**config.mk**
```make
export PLATFORM = sky130hd
export DESIGN_NAME = fifo_rt_ctrl
export DESIGN_NICKNAME = d
export VERILOG_FILES = /design/src/rtl/fifo_rt_pkg.sv /design/src/rtl/rt_recovery.sv /design/src/rtl/rt_ptr_ctrl.sv /design/src/rtl/rt_flag_calc.sv /design/src/rtl/rt_mem.sv /design/src/rtl/fifo_rt_ctrl.sv
export SDC_FILE = /design/constraint.sdc
export NUM_CORES = 1
export LEC_CHECK = 0
export BUFFER_PORTS_ARGS = -buffer_cell sky130_fd_sc_hd__buf_2
export CAP_MARGIN = 20
export CORE_MARGIN = 4
export CORE_UTILIZATION = 45
export DETAILED_ROUTE_END_ITERATION = 10
export PLACE_DENSITY_LB_ADDON = 0.05
export SKIP_LAST_GASP = 1
export SYNTH_ARGS = -nofsm -noshare
export SYNTH_HDL_FRONTEND = slang
export SYNTH_SLANG_ARGS = --single-unit
```
**constraint.sdc**
```tcl
create_clock -name clk -period 5.4 [get_ports clk]
set_input_delay 0.27 -clock clk [delete_from_list [all_inputs] [get_ports clk]]
set_output_delay 0.27 -clock clk [all_outputs]
set_load 0.03 [all_outputs]
```
**src/rtl/fifo_rt_pkg.sv**
```systemverilog
// Package: shared types for the retransmit FIFO controller.
// Assumes nothing beyond the standard language.
package fifo_rt_pkg;
    // Occupancy flags produced from the pointer difference.
    typedef struct packed {
        logic empty;
        logic full;
        logic almost_empty;
        logic almost_full;
    } occ_flags_t;
endpackage

```
**src/rtl/rt_recovery.sv**
```systemverilog
// Decides whether a retransmit request is honoured and times the
// recovery interval after it. Assumes RECOVER_CYC >= 1 and that rt_allowed
// comes from the registered write counter (no combinational loop).
module rt_recovery #(
    parameter int RECOVER_CYC = 3
) (
    input  logic clk,
    input  logic rst_n,
    input  logic rt_n,
    input  logic chain_mode,
    input  logic rt_allowed,
    output logic rt_fire,
    output logic blocked,
    output logic busy
);
    localparam int TW = $clog2(RECOVER_CYC + 1);

    logic [TW-1:0] timer_q;

    // Accept a rewind only when standalone and within the depth window.
    assign rt_fire = !rt_n && !chain_mode && rt_allowed;
    assign busy    = (timer_q != '0);
    assign blocked = rt_fire || busy;

    // Load the recovery timer on a rewind, otherwise count it down.
    always_ff @(posedge clk) begin
        if (!rst_n) begin
            timer_q <= '0;
        end else if (rt_fire) begin
            timer_q <= TW'(RECOVER_CYC);
        end else if (timer_q != '0) begin
            timer_q <= timer_q - 1'b1;
        end
    end

    AST_BUSY_AFTER_RT: assert property (@(posedge clk) disable iff (!rst_n)
        rt_fire |=> busy);
    AST_NO_BUSY_WHEN_REFUSED: assert property (@(posedge clk) disable iff (!rst_n)
        (!busy && !rt_fire) |=> !busy);
endmodule

```
**src/rtl/rt_ptr_ctrl.sv**
```systemverilog
// Holds the read and write pointers and the saturating count of writes
// since master reset. Pointers carry one extra wrap bit, so their
// difference is the occupancy. Assumes DEPTH is a power of two.
module rt_ptr_ctrl #(
    parameter int DEPTH = 16
) (
    input  logic                        clk,
    input  logic                        rst_n,
    input  logic                        wr_req,
    input  logic                        rd_req,
    input  logic                        rt_fire,
    input  logic                        blocked,
    output logic                        wr_ok,
    output logic                        rd_ok,
    output logic [$clog2(DEPTH)-1:0]    waddr,
    output logic [$clog2(DEPTH)-1:0]    raddr,
    output logic [$clog2(DEPTH):0]      occupancy,
    output logic                        rt_allowed
);
    localparam int AW = $clog2(DEPTH);
    localparam int CW = AW + 1;
    localparam logic [CW-1:0] DEPTH_C = CW'(DEPTH);

    logic [CW-1:0] wptr_q, rptr_q, wcount_q;

    assign occupancy  = wptr_q - rptr_q;
    assign wr_ok      = wr_req && !blocked && (occupancy != DEPTH_C);
    assign rd_ok      = rd_req && !blocked && (occupancy != '0);
    assign waddr      = wptr_q[AW-1:0];
    assign raddr      = rptr_q[AW-1:0];
    assign rt_allowed = (wcount_q <= DEPTH_C);

    // Advance the write pointer and the saturating write count.
    always_ff @(posedge clk) begin
        if (!rst_n) begin
            wptr_q   <= '0;
            wcount_q <= '0;
        end else if (wr_ok) begin
            wptr_q <= wptr_q + 1'b1;
            if (wcount_q <= DEPTH_C) wcount_q <= wcount_q + 1'b1;
        end
    end

    // Advance the read pointer, or rewind it to location zero.
    always_ff @(posedge clk) begin
        if (!rst_n) begin
            rptr_q <= '0;
        end else if (rt_fire) begin
            rptr_q <= '0;
        end else if (rd_ok) begin
            rptr_q <= rptr_q + 1'b1;
        end
    end

    AST_NO_OVERFLOW: assert property (@(posedge clk) disable iff (!rst_n)
        occupancy <= DEPTH_C);
    AST_RT_OCC: assert property (@(posedge clk) disable iff (!rst_n)
        rt_fire |=> (occupancy == $past(wcount_q)));
    AST_QUIET_WHILE_BLOCKED: assert property (@(posedge clk) disable iff (!rst_n)
        blocked |=> $stable(wptr_q));
endmodule

```
**src/rtl/rt_flag_calc.sv**
```systemverilog
// Derives the four occupancy flags from the pointer difference.
// Assumes AE_LEVEL < DEPTH and AF_LEVEL < DEPTH.
module rt_flag_calc #(
    parameter int DEPTH    = 16,
    parameter int AE_LEVEL = 2,
    parameter int AF_LEVEL = 2
) (
    input  logic [$clog2(DEPTH):0]      occupancy,
    output fifo_rt_pkg::occ_flags_t     flags
);
    localparam int CW = $clog2(DEPTH) + 1;

    // Compare the occupancy against the fixed thresholds.
    always_comb begin
        flags.empty        = (occupancy == '0);
        flags.full         = (occupancy == CW'(DEPTH));
        flags.almost_empty = (occupancy <= CW'(AE_LEVEL));
        flags.almost_full  = (occupancy >= CW'(DEPTH - AF_LEVEL));
    end

    always_comb begin
        AST_FLAG_EXCL: assert (!(flags.empty && flags.full));
    end
endmodule

```
**src/rtl/rt_mem.sv**
```systemverilog
// Storage array with one write port and a registered read port. The read
// register updates only on an accepted read. Assumes the controller never
// reads and writes the same slot in the same cycle.
module rt_mem #(
    parameter int DATA_W = 9,
    parameter int DEPTH  = 16
) (
    input  logic                     clk,
    input  logic                     rst_n,
    input  logic                     wr_ok,
    input  logic [$clog2(DEPTH)-1:0] waddr,
    input  logic [DATA_W-1:0]        wdata,
    input  logic                     rd_ok,
    input  logic [$clog2(DEPTH)-1:0] raddr,
    output logic [DATA_W-1:0]        rdata
);
    logic [DATA_W-1:0] store_q [DEPTH];

    // Write an accepted word into its slot.
    always_ff @(posedge clk) begin
        if (wr_ok) store_q[waddr] <= wdata;
    end

    // Capture the addressed word on an accepted read.
    always_ff @(posedge clk) begin
        if (!rst_n) begin
            rdata <= '0;
        end else if (rd_ok) begin
            rdata <= store_q[raddr];
        end
    end

    AST_RDATA_HOLD: assert property (@(posedge clk) disable iff (!rst_n)
        !rd_ok |=> $stable(rdata));
endmodule

```
**src/rtl/fifo_rt_ctrl.sv**
```systemverilog
// Top of the retransmit-capable FIFO controller. It connects the pointer
// control, the recovery timer, the flag logic and the storage. It assumes a
// single clock and a synchronous active-low master reset.
module fifo_rt_ctrl #(
    parameter int DATA_W      = 9,
    parameter int DEPTH       = 16,
    parameter int AE_LEVEL    = 2,
    parameter int AF_LEVEL    = 2,
    parameter int RECOVER_CYC = 3
) (
    input  logic              clk,
    input  logic              rst_n,
    input  logic              wr_en,
    input  logic [DATA_W-1:0] wr_data,
    input  logic              rd_en,
    output logic [DATA_W-1:0] rd_data,
    input  logic              rt_n,
    input  logic              chain_mode,
    output logic              busy,
    output logic              empty,
    output logic              full,
    output logic              almost_empty,
    output logic              almost_full
);
    localparam int AW = $clog2(DEPTH);

    logic                    rt_fire, blocked, rt_allowed, wr_ok, rd_ok;
    logic [AW-1:0]           waddr, raddr;
    logic [AW:0]             occupancy;
    fifo_rt_pkg::occ_flags_t flags;

    rt_recovery #(.RECOVER_CYC(RECOVER_CYC)) u_recovery (
        .clk(clk), .rst_n(rst_n), .rt_n(rt_n), .chain_mode(chain_mode),
        .rt_allowed(rt_allowed), .rt_fire(rt_fire), .blocked(blocked),
        .busy(busy)
    );

    rt_ptr_ctrl #(.DEPTH(DEPTH)) u_ptr (
        .clk(clk), .rst_n(rst_n), .wr_req(wr_en), .rd_req(rd_en),
        .rt_fire(rt_fire), .blocked(blocked), .wr_ok(wr_ok), .rd_ok(rd_ok),
        .waddr(waddr), .raddr(raddr), .occupancy(occupancy),
        .rt_allowed(rt_allowed)
    );

    rt_flag_calc #(.DEPTH(DEPTH), .AE_LEVEL(AE_LEVEL), .AF_LEVEL(AF_LEVEL)) u_flags (
        .occupancy(occupancy), .flags(flags)
    );

    rt_mem #(.DATA_W(DATA_W), .DEPTH(DEPTH)) u_mem (
        .clk(clk), .rst_n(rst_n), .wr_ok(wr_ok), .waddr(waddr),
        .wdata(wr_data), .rd_ok(rd_ok), .raddr(raddr), .rdata(rd_data)
    );

    assign empty        = flags.empty;
    assign full         = flags.full;
    assign almost_empty = flags.almost_empty;
    assign almost_full  = flags.almost_full;

    AST_RESET_EMPTY: assert property (@(posedge clk)
        !rst_n |=> (empty && !full && !busy));
    AST_CHAIN_NO_RT: assert property (@(posedge clk) disable iff (!rst_n)
        (chain_mode && !busy) |=> !busy);
endmodule

```
==> metrics.csv <==
stage,metric,value,unit
outcome,status,finished clean,
timing,fin_skew,10.63,ps
drt,drt_iter0_markers,305,
synthesis,synth_nets,465,
timing,hold_viol,0,
timing,final-setup-viol-count,0,
timing,fmax,281.2,MHz
pwr,p_clk_frac,0.414,
clock_network,cts_tree,yes,
pwr,p_leak,2.670,nW
synthesis,synth_ff_type,edfxtp_1,
setup_path,path_class,reg2reg,
synthesis,syn_inst,437,
place,io_buffers,28,
floorplan,die_x,133.6,um
synthesis,netlist_area,0.007102,mm2
finish,stdcell_count,698,
clock_network,path_clk_slew,60,ps
timing,drv_slew,0,
setup_path,arrival,3680,ps
global_route,grt_pass1_vias,4018,
synthesis,synth_area_leaders,"edfxtp_1 61%, mux4_2 8.6%, dfxtp_1 7.3%",
global_route,grt_max_degree,50,
timing,rsz0062_at_grt,no,
global_route,antenna_found_initial,0,
clock_network,cts_hold_buf,0,
timing,finalCritPeriodShare,0.6585,
global_route,grt_pass1_wl,24430,um
floorplan,coreArea,0.01531,mm2
drt,drt-wirelength-per-cell,22.93,um
floorplan,initial_core_util,0.4637,
drt,drt_wl_total,16010,um
pwr,switching_share,0.2483,
floorplan,die_area,0.01786,mm2
clock_network,root_buffer,clkbuf_16,
setup_path,crit_path_max_fanout,15,
synthesis,syn_avg_cell_area,16.25,um2
place,place_area,0.007472,mm2
synthesis,synth-seq-area-share,0.6822,
clock_network,clock-sinks,170,
pwr,pwr-share-seq,0.467,
finish,post-route-util,0.5297,
place,dp.cells,665,
floorplan,fp-row-count,45,
finish,n_antenna_cell,0,
clock_network,clk-insertion-delay-late,430,ps
synthesis,yosys.area.top_type,edfxtp_1,
setup_path,end_kind,flip-flop,
pwr,switchingPower,0.7826,mW
floorplan,die_y,133.6,um
pwr,ir_drop,0.2183,mV
clock_network,cts_buffers,17,
floorplan,ios,29,
finish,fillers,1277,
global_route,grt-ovfl-total,0,
run,max_cap_viol_count,0,
timing,relSlewSlack,0.3554,
setup_path,rrSetupSlack,1840,ps
finish,nNetsFinal,502,
timing,layout_min_cycle_time,3556,ps
setup_path,worstPathRequired,5530,ps
synthesis,yosys.area.top_type_share,0.6089,
finish,postLayoutCellArea,0.008112,mm2
pwr,powerDensity,388.6,mW/mm2
pwr,combPwrFrac,0.119,
place,place_congestion,0.7958,
timing,tightest_slew,942.5,ps
global_route,gr-usage-all-layers,0.1894,
finish,drive_gt1_frac,0.2238,
synthesis,ys_seq_elements,170,
drt,remaining_drc_errors,0,
drt,firstDrtPassIters,4,
timing,fin_setup_tns,0,ps
min_path,hold_class,in2reg,
drt,antenna_left,0,
finish,area_delta_synth_final,14.22,%
clock_network,h-tree-depth,4,
place,hpwl,10620,um
synthesis,synth-edff-count,144,
clock_network,cts.path.max_buffers,2,
drt,via_per_inst,5.586,
synthesis,synthArstFlopShare,0,
drt,vias,3899,
synthesis,synth.distinct_cells,52,
pwr,intPower,2.369,mW
synthesis,yosys_warnings,0,
setup_path,start_kind,flip-flop,
clock_network,post_cts_resized,0,
clock_network,postCtsSetupBuffers,0,
## layout make-up
type                            count  area, um2  share of cell area
Clock buffer                       17      425.4             0.05244
Timing Repair Buffer               35      190.2             0.02345
Clock inverter                     15      209.0             0.02576
Tap cell                          211      264.0             0.03255
Inverter                           13      48.80            0.006016
Multi-Input combinational cell    237       2128              0.2624
Sequential cell                   170       4846              0.5974
## registers in the layout, indices dropped and copies added (netlist names)
| name | flops |
|---|---|
| u_ptr.rptr_q | 5 |
| u_mem.store_q | 144 |
| u_mem.rdata | 9 |
| u_ptr.wcount_q | 5 |
| u_recovery.timer_q | 2 |
| u_ptr.wptr_q | 5 |
## critical path, stage by stage (launching register included)
cell      delay, ps
dfxtp_1         410
inv_1           110
ha_1            200
inv_1            70
fa_1            460
nor3b_1         220
nand4b_1        220
a211oi_4        740
nor2_1          410
and3_1          430
## power by group through the flow
stage          clock, mW  combinational (mW)  sequential, mW
6_report            1.31               0.375            1.47
5_1_grt             1.39               0.407            1.47
4_1_cts             1.33               0.379            1.47
3_3_place_gp           0               0.375            1.50
2_1_floorplan          0               0.247            1.51
3_5_place_dp           0               0.379            1.50
## per-stage QoR
stage               hold WS, ps  total power, mW  worst slack, ps
finish                    250.7            3.152             1844
global placement          442.0            1.875             1976
floorplan                 368.9            1.757             1989
global route              276.8            3.270             1607
detailed placement        442.8            1.877             1868
CTS                       239.3            3.177             1876
## Yosys cell counts, drive strengths merged, types with 2 or more instances
| library cell | instances |
|---|---|
| o21a | 2 |
| nand4 | 3 |
| a21boi | 4 |
| nor3 | 3 |
| nand2 | 40 |
| nor2 | 15 |
| or3 | 13 |
| inv | 13 |
| or4 | 2 |
| a21oi | 5 |
| o22ai | 9 |
| ha | 12 |
| nor2b | 4 |
| nand3 | 6 |
| edfxtp | 144 |
| mux2i | 35 |
| xor2 | 4 |
| mux4 | 27 |
| buf | 11 |
| and3 | 10 |
| nor4 | 3 |
| a22oi | 9 |
| nand2b | 4 |
| o21ai | 6 |
| nor4b | 4 |
| nor3b | 3 |
| nand3b | 2 |
| clkbuf | 6 |
| dfxtp | 26 |
## logic make-up (layout without fill, tap and decap cells)
group                      Yosys count  count (layout)  share of synthesized area
AOI/OAI and AO/OA                   42              42                    0.04351
xor gates and xnor gates             4               4                   0.004933
adders and majority gates           13              13                    0.02396
buffers and inverters               30              80                    0.02079
DFF                                170             170                     0.6822
muxes                               63              63                     0.1365
and+or+nand+nor                    115             115                    0.08809
## cell usage in the layout, fill, tap and decap left out, types with 6 or more instances in the layout
cell and n:
a22oi_1 9, buf_2 29, clkbuf_16 17, dfxtp_1 25, nor2_1 14, mux4_2 27
nand3_1 6, or3_1 13, buf_4 6, inv_6 6, ha_1 12, inv_1 13
edfxtp_1 144, nand2_1 40, and3_1 10, o22ai_1 9, mux2i_1 35
## layer usage
metal | vias to the layer above | wire, um | GRT usage
met4 | 0 | 176 | 0.04800
met1 | 1990 | 7212 | 0.2616
met5 | - | 0 | 0
met3 | 15 | 743 | 0.04192
met2 | 108 | 7874 | 0.3081
li1 | 1786 | - | -
## path summary, 6_finish.rpt
path / cells past startpoint / endpoint / startpoint
worst max-delay path: 9 / u_mem.store_q[5][4] / u_ptr.wptr_q[0]
worst min-delay path: 4 / u_recovery.timer_q[1] / rt_n
worst max register to register: 9 / u_mem.store_q[5][4] / u_ptr.wptr_q[0]
worst min register to register: 2 / u_mem.rdata[8] / u_mem.rdata[8]
No activity file was read; power rests on OpenSTA's default activity.
